$ cat src/rtl/dma_chain_pkg.sv
`timescale 1ns/1ps
package dma_chain_pkg;
   localparam int CB_WORDS    = 6;
   localparam int IB_IRQ      = 0;
   localparam int IB_TWO_D    = 1;
   localparam int IB_DST_INC  = 4;
   localparam int IB_DST_SKIP = 7;
   localparam int IB_SRC_INC  = 8;
   localparam int IB_SRC_SKIP = 11;

   typedef enum logic [3:0] {
      S_IDLE, S_CHK, S_FGO, S_FWAIT, S_SETUP, S_BEGIN,
      S_RGO, S_RWAIT, S_WGO, S_WWAIT, S_BEAT, S_ROW, S_DONE
   } eng_state_t;

   typedef struct packed {
      logic irq_en;
      logic two_d;
      logic src_inc;
      logic dst_inc;
      logic src_skip;
      logic dst_skip;
   } cb_flags_t;
endpackage

$ cat src/rtl/dma_cb_decode.sv
`timescale 1ns/1ps
module dma_cb_decode
   import dma_chain_pkg::*;
#(
   parameter int DW       = 32,
   parameter int ROW_W    = 14,
   parameter int XB_W     = 16,
   parameter bit ROUND_UP = 1'b1,
   localparam int WCNT_W  = DW - 1,
   localparam int STR_W   = DW / 2
) (
   input  logic [DW-1:0]     info_i,
   input  logic [DW-1:0]     len_i,
   input  logic [DW-1:0]     stride_i,
   output cb_flags_t         flags_o,
   output logic [ROW_W-1:0]  rows_o,
   output logic [DW-1:0]     row_bytes_o,
   output logic [WCNT_W-1:0] row_words_o,
   output logic [DW-1:0]     src_step_o,
   output logic [DW-1:0]     dst_step_o
);
   logic [DW:0] bytes_ext;
   logic        unused_bits;

   assign flags_o.irq_en   = info_i[IB_IRQ];
   assign flags_o.two_d    = info_i[IB_TWO_D];
   assign flags_o.src_inc  = info_i[IB_SRC_INC];
   assign flags_o.dst_inc  = info_i[IB_DST_INC];
   assign flags_o.src_skip = info_i[IB_SRC_SKIP];
   assign flags_o.dst_skip = info_i[IB_DST_SKIP];

   always_comb begin
      if (info_i[IB_TWO_D]) begin
         rows_o      = len_i[XB_W+ROW_W-1:XB_W];
         row_bytes_o = DW'(len_i[XB_W-1:0]);
         src_step_o  = {{(DW-STR_W){stride_i[STR_W-1]}}, stride_i[STR_W-1:0]};
         dst_step_o  = {{(DW-STR_W){stride_i[DW-1]}}, stride_i[DW-1:STR_W]};
      end else begin
         rows_o      = ROW_W'(1);
         row_bytes_o = len_i;
         src_step_o  = '0;
         dst_step_o  = '0;
      end
   end

   generate
      if (ROUND_UP) begin : g_ceil
         assign bytes_ext = {1'b0, row_bytes_o} + (DW+1)'(3);
      end else begin : g_floor
         assign bytes_ext = {1'b0, row_bytes_o};
      end
   endgenerate
   assign row_words_o = bytes_ext[DW:2];

   assign unused_bits = ^{info_i[DW-1:IB_SRC_SKIP+1], info_i[IB_SRC_INC-1+2:IB_SRC_INC+1],
                          info_i[IB_DST_INC-1:IB_TWO_D+1], info_i[IB_DST_SKIP-1:IB_DST_INC+1],
                          len_i[DW-1:XB_W+ROW_W]};
endmodule

$ cat src/rtl/dma_mem_port.sv
`timescale 1ns/1ps
module dma_mem_port #(
   parameter int AW = 32,
   parameter int DW = 32
) (
   input  logic          clk,
   input  logic          rst_n,
   input  logic          issue_i,
   input  logic          we_i,
   input  logic [AW-1:0] addr_i,
   input  logic [DW-1:0] wdata_i,
   output logic          done_o,
   output logic [DW-1:0] rdata_o,
   output logic          mem_req_o,
   output logic          mem_we_o,
   output logic [AW-1:0] mem_addr_o,
   output logic [DW-1:0] mem_wdata_o,
   input  logic          mem_ready_i,
   input  logic          mem_rvalid_i,
   input  logic [DW-1:0] mem_rdata_i
);
   typedef enum logic [1:0] {P_IDLE, P_REQ, P_RWAIT} port_state_t;
   port_state_t   pst;
   logic          we_q;
   logic [AW-1:0] addr_q;
   logic [DW-1:0] wdata_q;

   always_ff @(posedge clk or negedge rst_n) begin
      if (!rst_n) begin
         pst     <= P_IDLE;
         we_q    <= 1'b0;
         addr_q  <= '0;
         wdata_q <= '0;
      end else begin
         case (pst)
            P_IDLE: if (issue_i) begin
               pst     <= P_REQ;
               we_q    <= we_i;
               addr_q  <= addr_i;
               wdata_q <= wdata_i;
            end
            P_REQ: if (mem_ready_i) pst <= we_q ? P_IDLE : P_RWAIT;
            P_RWAIT: if (mem_rvalid_i) pst <= P_IDLE;
            default: pst <= P_IDLE;
         endcase
      end
   end

   assign mem_req_o   = (pst == P_REQ);
   assign mem_we_o    = we_q;
   assign mem_addr_o  = addr_q;
   assign mem_wdata_o = wdata_q;
   assign done_o      = ((pst == P_REQ) && mem_ready_i && we_q) ||
                        ((pst == P_RWAIT) && mem_rvalid_i);
   assign rdata_o     = mem_rdata_i;
endmodule

$ cat src/rtl/dma_chain_engine.sv
`timescale 1ns/1ps
module dma_chain_engine
   import dma_chain_pkg::*;
#(
   parameter int AW       = 32,
   parameter int DW       = 32,
   parameter int ROW_W    = 14,
   parameter int XB_W     = 16,
   parameter bit ROUND_UP = 1'b1,
   localparam int WCNT_W  = DW - 1,
   localparam int IDX_W   = $clog2(CB_WORDS)
) (
   input  logic          clk,
   input  logic          rst_n,
   input  logic          start_i,
   input  logic          chan_en_i,
   input  logic [AW-1:0] cb_addr_i,
   output logic          mem_req_o,
   output logic          mem_we_o,
   output logic [AW-1:0] mem_addr_o,
   output logic [DW-1:0] mem_wdata_o,
   input  logic          mem_ready_i,
   input  logic          mem_rvalid_i,
   input  logic [DW-1:0] mem_rdata_i,
   output logic          active_o,
   output logic          paused_o,
   output logic          end_o,
   output logic          irq_o,
   output logic [DW-1:0] len_o
);
   generate
      if (DW != 32) begin : g_bad_dw
         $error("dma_chain_engine: descriptor words must be 32 bits");
      end
      if (AW != DW) begin : g_bad_aw
         $error("dma_chain_engine: address width must equal word width");
      end
      if (ROW_W + XB_W > DW) begin : g_bad_len
         $error("dma_chain_engine: row and byte fields exceed the length word");
      end
   endgenerate

   eng_state_t        st;
   logic [DW-1:0]     cbw [CB_WORDS];
   logic [IDX_W-1:0]  idx;
   logic [AW-1:0]     cb_ptr, src_a, dst_a;
   logic [ROW_W-1:0]  rows_left;
   logic [WCNT_W-1:0] words_left;
   logic [DW-1:0]     bytes_left, bytes_nx, beat_data, len_q;
   logic              active_q, paused_q, end_q, int_q;

   cb_flags_t         flags;
   logic [ROW_W-1:0]  dec_rows;
   logic [DW-1:0]     dec_bytes, src_step, dst_step;
   logic [WCNT_W-1:0] dec_words;

   logic              p_issue, p_we, p_done;
   logic [AW-1:0]     p_addr;
   logic [DW-1:0]     p_rdata;

   dma_cb_decode #(.DW(DW), .ROW_W(ROW_W), .XB_W(XB_W), .ROUND_UP(ROUND_UP)) u_dec (
      .info_i(cbw[0]), .len_i(cbw[3]), .stride_i(cbw[4]),
      .flags_o(flags), .rows_o(dec_rows), .row_bytes_o(dec_bytes),
      .row_words_o(dec_words), .src_step_o(src_step), .dst_step_o(dst_step)
   );

   always_comb begin
      p_issue = 1'b0;
      p_we    = 1'b0;
      p_addr  = cb_ptr + AW'({idx, 2'b00});
      case (st)
         S_FGO: p_issue = 1'b1;
         S_RGO: begin p_issue = 1'b1; p_addr = src_a; end
         S_WGO: begin p_issue = 1'b1; p_we = 1'b1; p_addr = dst_a; end
         default: ;
      endcase
   end

   dma_mem_port #(.AW(AW), .DW(DW)) u_port (
      .clk(clk), .rst_n(rst_n),
      .issue_i(p_issue), .we_i(p_we), .addr_i(p_addr), .wdata_i(beat_data),
      .done_o(p_done), .rdata_o(p_rdata),
      .mem_req_o(mem_req_o), .mem_we_o(mem_we_o), .mem_addr_o(mem_addr_o),
      .mem_wdata_o(mem_wdata_o), .mem_ready_i(mem_ready_i),
      .mem_rvalid_i(mem_rvalid_i), .mem_rdata_i(mem_rdata_i)
   );

   assign bytes_nx = (bytes_left > DW'(4)) ? bytes_left - DW'(4) : '0;

   always_ff @(posedge clk or negedge rst_n) begin
      if (!rst_n) begin
         st         <= S_IDLE;
         idx        <= '0;
         cb_ptr     <= '0;
         src_a      <= '0;
         dst_a      <= '0;
         rows_left  <= '0;
         words_left <= '0;
         bytes_left <= '0;
         beat_data  <= '0;
         len_q      <= '0;
         active_q   <= 1'b0;
         paused_q   <= 1'b0;
         end_q      <= 1'b0;
         int_q      <= 1'b0;
         for (int k = 0; k < CB_WORDS; k++) cbw[k] <= '0;
      end else begin
         case (st)
            S_IDLE: if (start_i) begin
               active_q <= 1'b1;
               paused_q <= 1'b0;
               end_q    <= 1'b0;
               int_q    <= 1'b0;
               cb_ptr   <= cb_addr_i;
               st       <= S_CHK;
            end
            S_CHK: begin
               if ((cb_ptr == '0) || !chan_en_i) begin
                  active_q <= 1'b0;
                  paused_q <= 1'b1;
                  st       <= S_IDLE;
               end else begin
                  idx <= '0;
                  st  <= S_FGO;
               end
            end
            S_FGO: st <= S_FWAIT;
            S_FWAIT: if (p_done) begin
               cbw[idx] <= p_rdata;
               if (idx == IDX_W'(3)) len_q <= p_rdata;
               if (idx == IDX_W'(CB_WORDS - 1)) begin
                  st <= S_SETUP;
               end else begin
                  idx <= idx + 1'b1;
                  st  <= S_FGO;
               end
            end
            S_SETUP: begin
               src_a      <= cbw[1];
               dst_a      <= cbw[2];
               rows_left  <= dec_rows;
               words_left <= dec_words;
               bytes_left <= dec_bytes;
               if (dec_rows == '0)       st <= S_DONE;
               else if (dec_words == '0) st <= S_ROW;
               else                      st <= S_BEGIN;
            end
            S_BEGIN: begin
               if (flags.src_skip) begin
                  beat_data <= '0;
                  st        <= flags.dst_skip ? S_BEAT : S_WGO;
               end else begin
                  st <= S_RGO;
               end
            end
            S_RGO: st <= S_RWAIT;
            S_RWAIT: if (p_done) begin
               beat_data <= p_rdata;
               st        <= flags.dst_skip ? S_BEAT : S_WGO;
            end
            S_WGO: st <= S_WWAIT;
            S_WWAIT: if (p_done) st <= S_BEAT;
            S_BEAT: begin
               if (flags.src_inc) src_a <= src_a + AW'(4);
               if (flags.dst_inc) dst_a <= dst_a + AW'(4);
               bytes_left <= bytes_nx;
               len_q      <= flags.two_d ?
                             {{(DW-ROW_W-XB_W){1'b0}}, rows_left, bytes_nx[XB_W-1:0]} :
                             bytes_nx;
               words_left <= words_left - 1'b1;
               st         <= (words_left == WCNT_W'(1)) ? S_ROW : S_BEGIN;
            end
            S_ROW: begin
               if (rows_left <= ROW_W'(1)) begin
                  st <= S_DONE;
               end else begin
                  rows_left  <= rows_left - 1'b1;
                  src_a      <= src_a + src_step;
                  dst_a      <= dst_a + dst_step;
                  words_left <= dec_words;
                  bytes_left <= dec_bytes;
                  st         <= (dec_words == '0) ? S_ROW : S_BEGIN;
               end
            end
            S_DONE: begin
               end_q <= 1'b1;
               if (flags.irq_en) int_q <= 1'b1;
               cb_ptr <= cbw[5];
               st     <= S_CHK;
            end
            default: st <= S_IDLE;
         endcase
      end
   end

   assign active_o = active_q;
   assign paused_o = paused_q;
   assign end_o    = end_q;
   assign irq_o    = int_q;
   assign len_o    = len_q;
endmodule

$ cat config.mk
export PLATFORM = sky130hd
export DESIGN_NAME = dma_chain_engine
export DESIGN_NICKNAME = d
export VERILOG_FILES = /design/src/rtl/dma_chain_pkg.sv /design/src/rtl/dma_cb_decode.sv /design/src/rtl/dma_mem_port.sv /design/src/rtl/dma_chain_engine.sv
export SDC_FILE = /design/constraint.sdc
export NUM_CORES = 1
export LEC_CHECK = 0
export BUFFER_PORTS_ARGS = -buffer_cell sky130_fd_sc_hd__buf_2
export CAP_MARGIN = 30
export CELL_PAD_IN_SITES_DETAIL_PLACEMENT = 0
export CELL_PAD_IN_SITES_GLOBAL_PLACEMENT = 2
export CORE_ASPECT_RATIO = 1.25
export CORE_UTILIZATION = 39
export DETAILED_ROUTE_END_ITERATION = 8
export GPL_ROUTABILITY_DRIVEN = 0
export PLACE_DENSITY = 0.8
export SLEW_MARGIN = 20
export SYNTH_ARGS = -nofsm -noshare
export SYNTH_HDL_FRONTEND = slang
export SYNTH_SLANG_ARGS = --single-unit
$ cat constraint.sdc
create_clock -name clk -period 4.6 [get_ports clk]
set_input_delay 0.23 -clock clk [delete_from_list [all_inputs] [get_ports clk]]
set_output_delay 0.23 -clock clk [all_outputs]
set_load 0.02 [all_outputs]
* Word-level counts from Yosys, hierarchy flattened
Index checks and enable logic that the tools add are counted.
** Cells by class
- Bitwise operators :: 1
- Reduce and logical (&&, ||, !) cells :: 34
- Shift operators :: 0
- Multipliers :: 0
- Add/sub/neg operators :: 10
- Muxes and demuxes :: 63
- Order comparisons :: 4
- Equal/unequal tests :: 33
- Divide/modulo/power cells :: 0
** Operator list (number)
- $mux 32 :: 16
- $pmux 32 s3 :: 3
- $pmux 32 s2 :: 4
- $bwmux 192 :: 1
- $demux 32 s3 :: 1
- $pmux 31 s3 :: 1
- $add 32x3->32 const B :: 2
- $add 32x32->32 :: 2
- $pmux 4 s13 :: 1
- $mux 4 :: 9
- $add 32x2->33 const B :: 1
- $add 32x5->32 :: 1
- $gt 32x3->1 const B :: 1
- $logic_not 32->1 :: 1
- $sub 32x3->32 const B :: 1
- $eq 31x1->1 const B :: 1
- $logic_not 31->1 :: 1
- $mux 31 :: 1
- $sub 31x1->31 const B :: 1
- $ne 2x2->1 const B :: 15
- $mux 14 :: 2
- $pmux 14 s2 :: 1
- $reduce_and 3->1 :: 7
- $eq 4x4->1 const B :: 5
- other kinds (31) :: 66
** Storage, ports and cells
- Word-level logic and storage cells :: 169
- Output and inout bits :: 102
- Input port bits :: 70
- Memories :: 0
- Latch bits :: 0
- Bits in read-only memories :: 0
- Memory bits (writable) :: 0
- Flip-flop bits (word level) :: 507

* Logic depth before layout (Yosys ltp)
Gate-level depths: netlist of the first run.
- Word-level depth :: 6
- Depth in mapped cells :: 17
- Mapped depth without buffers :: 13

* Hierarchy
A second synthesis of the first run with hierarchy kept.
** Second synthesis, totals
- Cells, all modules :: 3034
- Area, all modules :: 29395.7 um2
** By module, submodules not included
- dma_chain_engine :: area an instance 25137.9 um2, sequential area each 11010.6 um2, instances 1, cells an instance 2637
- dma_mem_port :: area an instance 2791.4 um2, sequential area each 1676.6 um2, instances 1, cells an instance 182
- dma_cb_decode :: area an instance 1466.4 um2, sequential area each 0.0 um2, instances 1, cells an instance 215

* Worst setup path before layout of the first run
No wires, ideal clock.
- Kind :: reg-to-reg
- Start :: register cbw[161] in the netlist's numbering
- End :: register src_a[30]
- Arrival time :: 3.930 ns
- Path slack :: 0.538 ns
- Stages on the path, launching flop included :: 18
- Required time :: 4.469 ns
- Path buffers :: 4
- Period minus slack after synthesis :: 4.062 ns
- Library setup time :: 0.131 ns
- Path through :: dfrtp_1 > clkbuf_1 > buf_1 > clkbuf_1 > clkbuf_1 > and2_1 > ha_1 > fa_1 > a211oi_1 > nor2_1 > o41a_1 > o41a_1 > a41o_1 > a31o_2 > a211oi_1 > o21ai_0 > xnor2_1 > o21ai_0
** On the way
- Cells in the longest elaborated chain, start to end :: 4
** Ends and longest elaborated chain
- start, declared :: RTL line dma_chain_engine.sv:44 : logic [DW-1:0] cbw [CB_WORDS];
- start signal, assigned by index :: RTL line dma_chain_engine.sv:129 : cbw[idx] <= p_rdata;
- $mux 32 :: RTL line dma_cb_decode.sv:33 : if (info_i[IB_TWO_D]) begin
- $add 32x32->32 :: RTL line dma_chain_engine.sv:178 : src_a <= src_a + src_step;
- $mux 32 :: RTL line dma_chain_engine.sv:174 : if (rows_left <= ROW_W'(1)) begin
- $pmux 32 s3 :: RTL line dma_chain_engine.sv:108 : case (st)
- end signal, assigned :: RTL line dma_chain_engine.sv:139 : src_a <= cbw[1];
- end signal, assigned :: RTL line dma_chain_engine.sv:164 : if (flags.src_inc) src_a <= src_a + AW'(4);
- end signal, assigned :: RTL line dma_chain_engine.sv:178
- end, declared :: RTL line dma_chain_engine.sv:46 : logic [AW-1:0] cb_ptr, src_a, dst_a;
Every way passes these cells. The select of a mux whose other input is x is not followed.
A chain may end at the register's enable or synchronous reset.

* Worst setup path in the final report of the first run
Ends and elaborated chain as after synthesis.

==> results of run 1 <==
-- repair_timing --
| action | in CTS | in global routing |
|---|---|---|
| resized for setup | 0 | 0 |
| endpoints found under the hold margin | 113 | 0 |
| hold buffers | 42 | 0 |
-- registers in the layout, summed over array words and instances (netlist names) --
name and count:
cbw 166, beat_data 32, bytes_left 32, cb_ptr 32, dst_a 32, len_o 32
src_a 32, u_port.mem_addr_o 32, u_port.mem_wdata_o 32, words_left 31, rows_left 14, st 4
idx 3, u_port.pst 2, active_o 1, end_o 1, irq_o 1, paused_o 1
u_port.mem_we_o 1
-- power by group through the flow --
stage               Sequential [mW]  Combinational [mW]  Clock [mW]
finish                         5.70                7.25        4.78
global route                   5.79                7.85        5.02
CTS                            5.69                7.24        4.87
detailed placement             5.76                7.18           0
global placement               5.75                7.11           0
floorplan                      5.72                4.31           0
-- placed cells by master (no fill, tap or decap), types with 13 or more instances in the layout --
master / netlist / routed
and3_1: 24 / 24
buf_4: 1 / 51
o21a_1: 15 / 15
nand2_1: 285 / 282
and2_1: 41 / 41
nor2b_1: 15 / 15
a221oi_1: 47 / 47
or3_1: 23 / 23
a31oi_1: 35 / 35
a22oi_1: 36 / 36
o21ai_0: 253 / 253
mux2_2: 195 / 195
buf_2: 20 / 170
clkbuf_16: 0 / 55
a211oi_1: 18 / 18
dlygate4sd3_1: 0 / 42
nor2_1: 293 / 288
a21oi_1: 207 / 207
nor4_1: 38 / 38
inv_1: 48 / 48
nand2b_1: 20 / 20
ha_1: 76 / 76
nand4_1: 27 / 27
xor2_1: 68 / 68
dfrtp_1: 481 / 480
o22ai_1: 61 / 60
a21o_1: 32 / 32
nand3_1: 71 / 70
clkinv_2: 0 / 13
nor3_1: 69 / 68
xnor2_1: 75 / 75
o221ai_1: 14 / 14
mux2i_1: 29 / 29
-- kinds of logic (layout without fill, tap and decap cells) --
group / after synthesis / in the layout
xor+xnor: 143 / 143
mux: 226 / 226
fa+ha+maj: 79 / 79
other cells: 0 / 2
compound gates: 834 / 834
simple gates: 953 / 953
flops: 481 / 481
buf+inv: 212 / 424
-- how the worst max path moves through the flow --
stage | startpoint | to | depth (start not counted)
after floorplan | cbw[161] | src_a[30] | 17
after global placement | cbw[161] | src_a[30] | 14
after detailed placement | cbw[161] | src_a[30] | 14
after CTS | cbw[161] | src_a[30] | 14
after global routing | cbw[161] | dst_a[28] | 13
final | cbw[161] | src_a[30] | 14
-- metrics by stage --
stage,cells,util,hold WS (ns)
3_5_place_dp,3928,0.422,0.290
2_1_floorplan,2928,-,-0.0656
4_1_cts,4073,0.457,0.00435
5_1_grt,4075,0.457,0.0362
3_3_place_gp,3925,0.421,0.287
6_report,4077,0.457,0.0101
-- layer usage --
layer,vias up,track usage,part of all wire
met5,-,0,0.00012
met4,2,0.157,0.062
met3,226,0.0320,0.052
met2,801,0.467,0.47
met1,12100,0.361,0.41
li1,11100,-,-
-- final cells by class --
cell class,instances,area share
antenna,2,0.000158
clock buffer,73,0.0492
clock inverter,30,0.0134
inverter,48,0.00567
multi-input combinational,2235,0.458
sequential,481,0.379
tap,935,0.0368
timing repair buffer,273,0.0580
-- worst max-delay path, delay by kind of cell, from the launching register on --
family | cells | cell delay, ns
flops | 1 | 0.45
compound gates | 8 | 2.16
xor+xnor | 1 | 0.15
buf+inv | 1 | 0.20
simple gates | 2 | 0.26
fa+ha+maj | 2 | 0.64
==> flow_metrics.py, run 1 <==
metrics = {
    "outcome": {
        "outcome": "complete, no violations",
    },
    "grt": {
        "grt_usage": 0.283,
        "antenna_found_initial": 12,
        "overflow": 0,
        "grt_max_degree": 117,
        "grt_pass1_wl_mm": 152,
        "grt_pass1_vias": 24200,
    },
    "pwr": {
        "power_switching_mw": 7.53,
        "power_frac_comb": 0.409,
        "power.clock.fraction": 0.270,
        "power.density_nw_per_um2": 558,
        "p_int_mw": 10.2,
        "seq_power_share": 0.321,
        "switching_share": 0.425,
        "power.leakage_nw": 14.6,
        "total_power_mw": 17.7,
        "vdd_drop_max_mv": 0.547,
    },
    "detailed_routing": {
        "wire_per_inst_um": 24.8,
        "num_vias": 24200,
        "viasPerCell": 5.93,
        "drc_errors": 0,
        "dr.pass1.iters": 6,
        "first_iter_violations": 2104,
        "ant_nets": 0,
        "routed_wl_mm": 101,
    },
    "timing": {
        "slew_headroom": 0.361,
        "hold_violations": 0,
        "finalSetupViolations": 0,
        "worst_slew_pin_slew_ns": 0.949,
        "max_freq_mhz": 248,
        "maxSlewViolCount": 0,
        "worst_slack_ns": 0.562,
        "min_period_ns": 4.04,
        "rsz0062_at_grt": "no",
        "fin_tns_setup_ns": 0,
        "finalCritPeriodShare": 0.878,
        "finalClockSkew_ns": 0.0674,
    },
    "layout": {
        "nets": 3243,
        "final-seq-area_um2": 12000,
        "fill_cells": 6747,
        "drive_gt1_frac": 0.181,
        "multiInputGateArea_um2": 14500,
        "final_area_um2": 31800,
        "area_growth_pct": 16.2,
    },
    "cts": {
        "post-cts-setup-buffer-count": 0,
        "cts_sinks": 481,
        "tritoncts": "yes",
        "clk_latency_ns": 0.65,
        "cts_made_buffers": 55,
        "clk_path_buf_depth": 3,
        "clk_pin_slew_ns": 0.06,
        "h-tree-depth": 2,
        "cts_root_buf": "clkbuf_16",
    },
    "setup_path": {
        "regToRegEndpoint": "src_a[30]",
        "crit_chain": "buf_4 > and2_1 > ha_1 > fa_1 > a211oi_1 > nor2_1 > o41a_1 > o41a_1 > a41o_1 > a31o_2 > a211oi_1 > o21ai_0 > xnor2_1 > o21ai_0",
        "r2r_start": "cbw[161]",
        "cp-start-kind": "flip-flop",
        "cp-end-kind": "flip-flop",
        "critPathArrivalTime_ns": 4.53,
        "crit_type": "flip-flop to flip-flop",
        "critPathMaxFanout": 15,
        "r2r_slack_ns": 0.56,
        "critPathSlowestCell": "dfrtp_2",
        "slowest_delay_ns": 0.45,
        "rr_worst_depth": 14,
        "worstPathRequired_ns": 5.09,
    },
    "die": {
        "core_um2": 69500,
        "die_w_um": 239,
        "ios": 172,
        "std_cell_rows": 108,
        "initial_core_util": 0.394,
        "dieHeight_um": 298,
        "die-area_um2": 71200,
    },
    "place": {
        "io_buffers": 171,
        "post-place-ws_ns": 0.651,
        "place_area_um2": 29300,
        "hpwl_mm": 70.4,
    },
    "logic_synthesis": {
        "synth-seq-cells": 481,
        "synth_edf_count": 0,
        "synth_ff_type": "dfrtp_1",
        "synthSimpleGateAreaFrac": 0.163,
        "synth_fa_ha_area_frac": 0.0370,
        "synth_nets": 3077,
        "synth_xor_area_frac": 0.0458,
        "syn_area_um2": 27300,
        "ys_async_sr_fraction": 1.00,
        "ys_warn_count": 0,
        "synthTopCellsByCount": "481 x dfrtp_1, 293 x nor2_1, 285 x nand2_1",
        "synth_compound_area_frac": 0.191,
        "synthMuxAreaShare": 0.0917,
        "syn_inst": 2928,
        "synth_top_area_frac": 0.440,
        "synth_area_leaders": "dfrtp_1 44%, mux2_2 8.0%, o21ai_0 4.6%",
        "yosysUniqueCellTypes": 91,
        "yosys.area.top_type": "dfrtp_1",
        "synth_top_family_by_area": "compound AO/OA/AOI/OAI gates",
        "ys_seq_area_frac": 0.440,
        "synth_most_common_cell": "dfrtp_1",
        "syn_avg_cell_area_um2": 9.34,
    },
    "min_path": {
        "min_to": "beat_data[4]",
        "hold_depth": 3,
        "hp-start": "mem_rdata_i[4]",
        "hold_class": "input pin to flip-flop",
    },
    "job": {
        "drv_cap": 0,
    },
}
Power figures use the tool's default switching activity.
==> inputs of run 2 (changes only) <==
PLACE_DENSITY = 0.84   (was 0.8)
==> flow_metrics.py, run 2 (synthesis gave the netlist of run 1 again) <==
metrics = {
    "detailed_routing": {
        "first_iter_violations": 2151,
        "routed_wl_mm": 99.6,
        "top_layer_used": "met4",
        "wire_per_inst_um": 24.5,
        "num_vias": 24100,
        "dr_wl_met2_mm": 47.5,
        "wl_met1_mm": 41.3,
        "dr.pass1.iters": 6,
        "ant_nets": 0,
        "wl_met3_mm": 6.12,
        "viasPerCell": 5.92,
        "drc_errors": 0,
    },
    "timing": {
        "finalClockSkew_ns": 0.0528,
        "fin_tns_setup_ns": 0,
        "max_freq_mhz": 255,
        "finalSetupViolations": 0,
        "finalCritPeriodShare": 0.852,
        "worst_slew_pin_slew_ns": 0.963,
        "slew_headroom": 0.358,
        "maxSlewViolCount": 0,
        "min_period_ns": 3.92,
        "hold_violations": 0,
        "rsz0062_at_grt": "no",
    },
    "die": {
        "initial_core_util": 0.394,
        "ios": 172,
        "die_w_um": 239,
        "std_cell_rows": 108,
        "dieHeight_um": 298,
        "core_um2": 69500,
        "die-area_um2": 71200,
    },
    "setup_path": {
        "cp-end-kind": "flip-flop",
        "critPathArrivalTime_ns": 4.40,
        "rr_worst_depth": 13,
        "cp-start-kind": "flip-flop",
        "crit_type": "flip-flop to flip-flop",
        "critPathMaxFanout": 19,
        "worstPathRequired_ns": 5.08,
    },
    "cts": {
        "h-tree-depth": 2,
        "cts_made_buffers": 51,
        "cts_root_buf": "clkbuf_16",
        "clk_pin_slew_ns": 0.07,
        "tritoncts": "yes",
        "cts_sinks": 481,
        "clk_latency_ns": 0.64,
        "clk_path_buf_depth": 3,
    },
    "place": {
        "place_area_um2": 29300,
        "io_buffers": 171,
        "hpwl_mm": 69.0,
    },
    "layout": {
        "final_area_um2": 31600,
        "area_growth_pct": 15.4,
        "nets": 3236,
        "top_register": "cbw",
        "drive_gt1_frac": 0.178,
        "layout_commonest_cell": "dfrtp_1",
        "largest_register_ffs": 166,
        "layout_common_cells": "480 x dfrtp_1, 288 x nor2_1, 282 x nand2_1",
    },
    "pwr": {
        "power.density_nw_per_um2": 550,
        "vdd_drop_max_mv": 0.528,
        "total_power_mw": 17.4,
        "power.leakage_nw": 14.5,
    },
    "grt": {
        "overflow": 0,
        "antenna_found_initial": 7,
        "grt_pass1_wl_mm": 150,
        "grt_max_degree": 133,
        "grt_usage": 0.280,
        "grt_pass1_vias": 23600,
    },
    "job": {
        "drv_cap": 0,
    },
    "min_path": {
        "hold_class": "input pin to flip-flop",
        "hold_depth": 3,
    },
    "outcome": {
        "outcome": "complete, no violations",
    },
}
run 2: changes by cell type in the layout (fill, tap and decap cells not counted), sizes merged:
cell	change
diode	+7
clkinv	-5
clkbuf	-3
dlygate4sd3	-3
bufinv	-1
inv	-1
run 2: final timing paths:
path                                 startpoint                     end  slack, ns
max                                    cbw[161]               src_a[30]       0.68
min                              mem_rdata_i[9]            beat_data[9]       0.04
max reg2reg                            cbw[161]               src_a[30]       0.68
min reg2reg                u_port.mem_addr_o[6]    u_port.mem_addr_o[6]       0.47
max in group asynchronous                 rst_n  u_port.mem_wdata_o[22]       3.12
min in group asynchronous                 rst_n               len_o[21]       0.26
run 2: area by class of cell:
type	instances	area (um^2)
fill	6788	37900
multi-input combinational	2235	14500
sequential	481	12000
timing repair buffer	270	1770
clock buffer	70	1480
tap	935	1170
clock inverter	23	344
inverter	48	180
antenna	9	22.5
run 2: critical path, stage by stage (launching register included):
cell	delay [ns]
dfrtp_2	0.53
and2_1	0.20
ha_1	0.22
fa_1	0.44
a211oi_1	0.24
nor2_1	0.12
o41a_1	0.35
o41a_1	0.40
a41o_1	0.32
a31o_2	0.30
a211oi_1	0.23
o21ai_0	0.15
xnor2_1	0.16
o21ai_0	0.09
run 2: what timing repair did:
item | 4_1_cts | 5_1_grt
endpoints found under the hold margin | 126 | 0
buffers inserted | 0 | 0
hold buffers | 39 | 0
gates resized for setup | 0 | 0
setup endpoints to repair | 0 | 0
run 2: report_power, final:
group	switching (mW)	internal (mW)	leakage, nW	total (mW)
sequential	0.826	4.92	6.37	5.75
clock	1.86	2.65	0.886	4.51
combinational	4.74	2.35	7.27	7.09
total	7.43	9.92	14.5	17.4
run 2: routing by layer:
layer	vias to the layer above	global-route usage
li1	11000	-
met1	12000	0.364
met2	872	0.459
met3	180	0.0380
met4	0	0.130
met5	-	0
run 2: metrics by stage:
| stage | hold WS [ns] | util | cells | setup WS [ns] |
|---|---|---|---|---|
| floorplan | -0.0656 | - | 2928 | 0.538 |
| global placement | 0.338 | 0.422 | 3929 | 0.728 |
| detailed placement | 0.342 | 0.422 | 3930 | 0.727 |
| CTS | 0.00470 | 0.454 | 4062 | 0.690 |
| global route | 0.0278 | 0.454 | 4063 | 0.432 |
| finish | 0.0375 | 0.454 | 4071 | 0.679 |
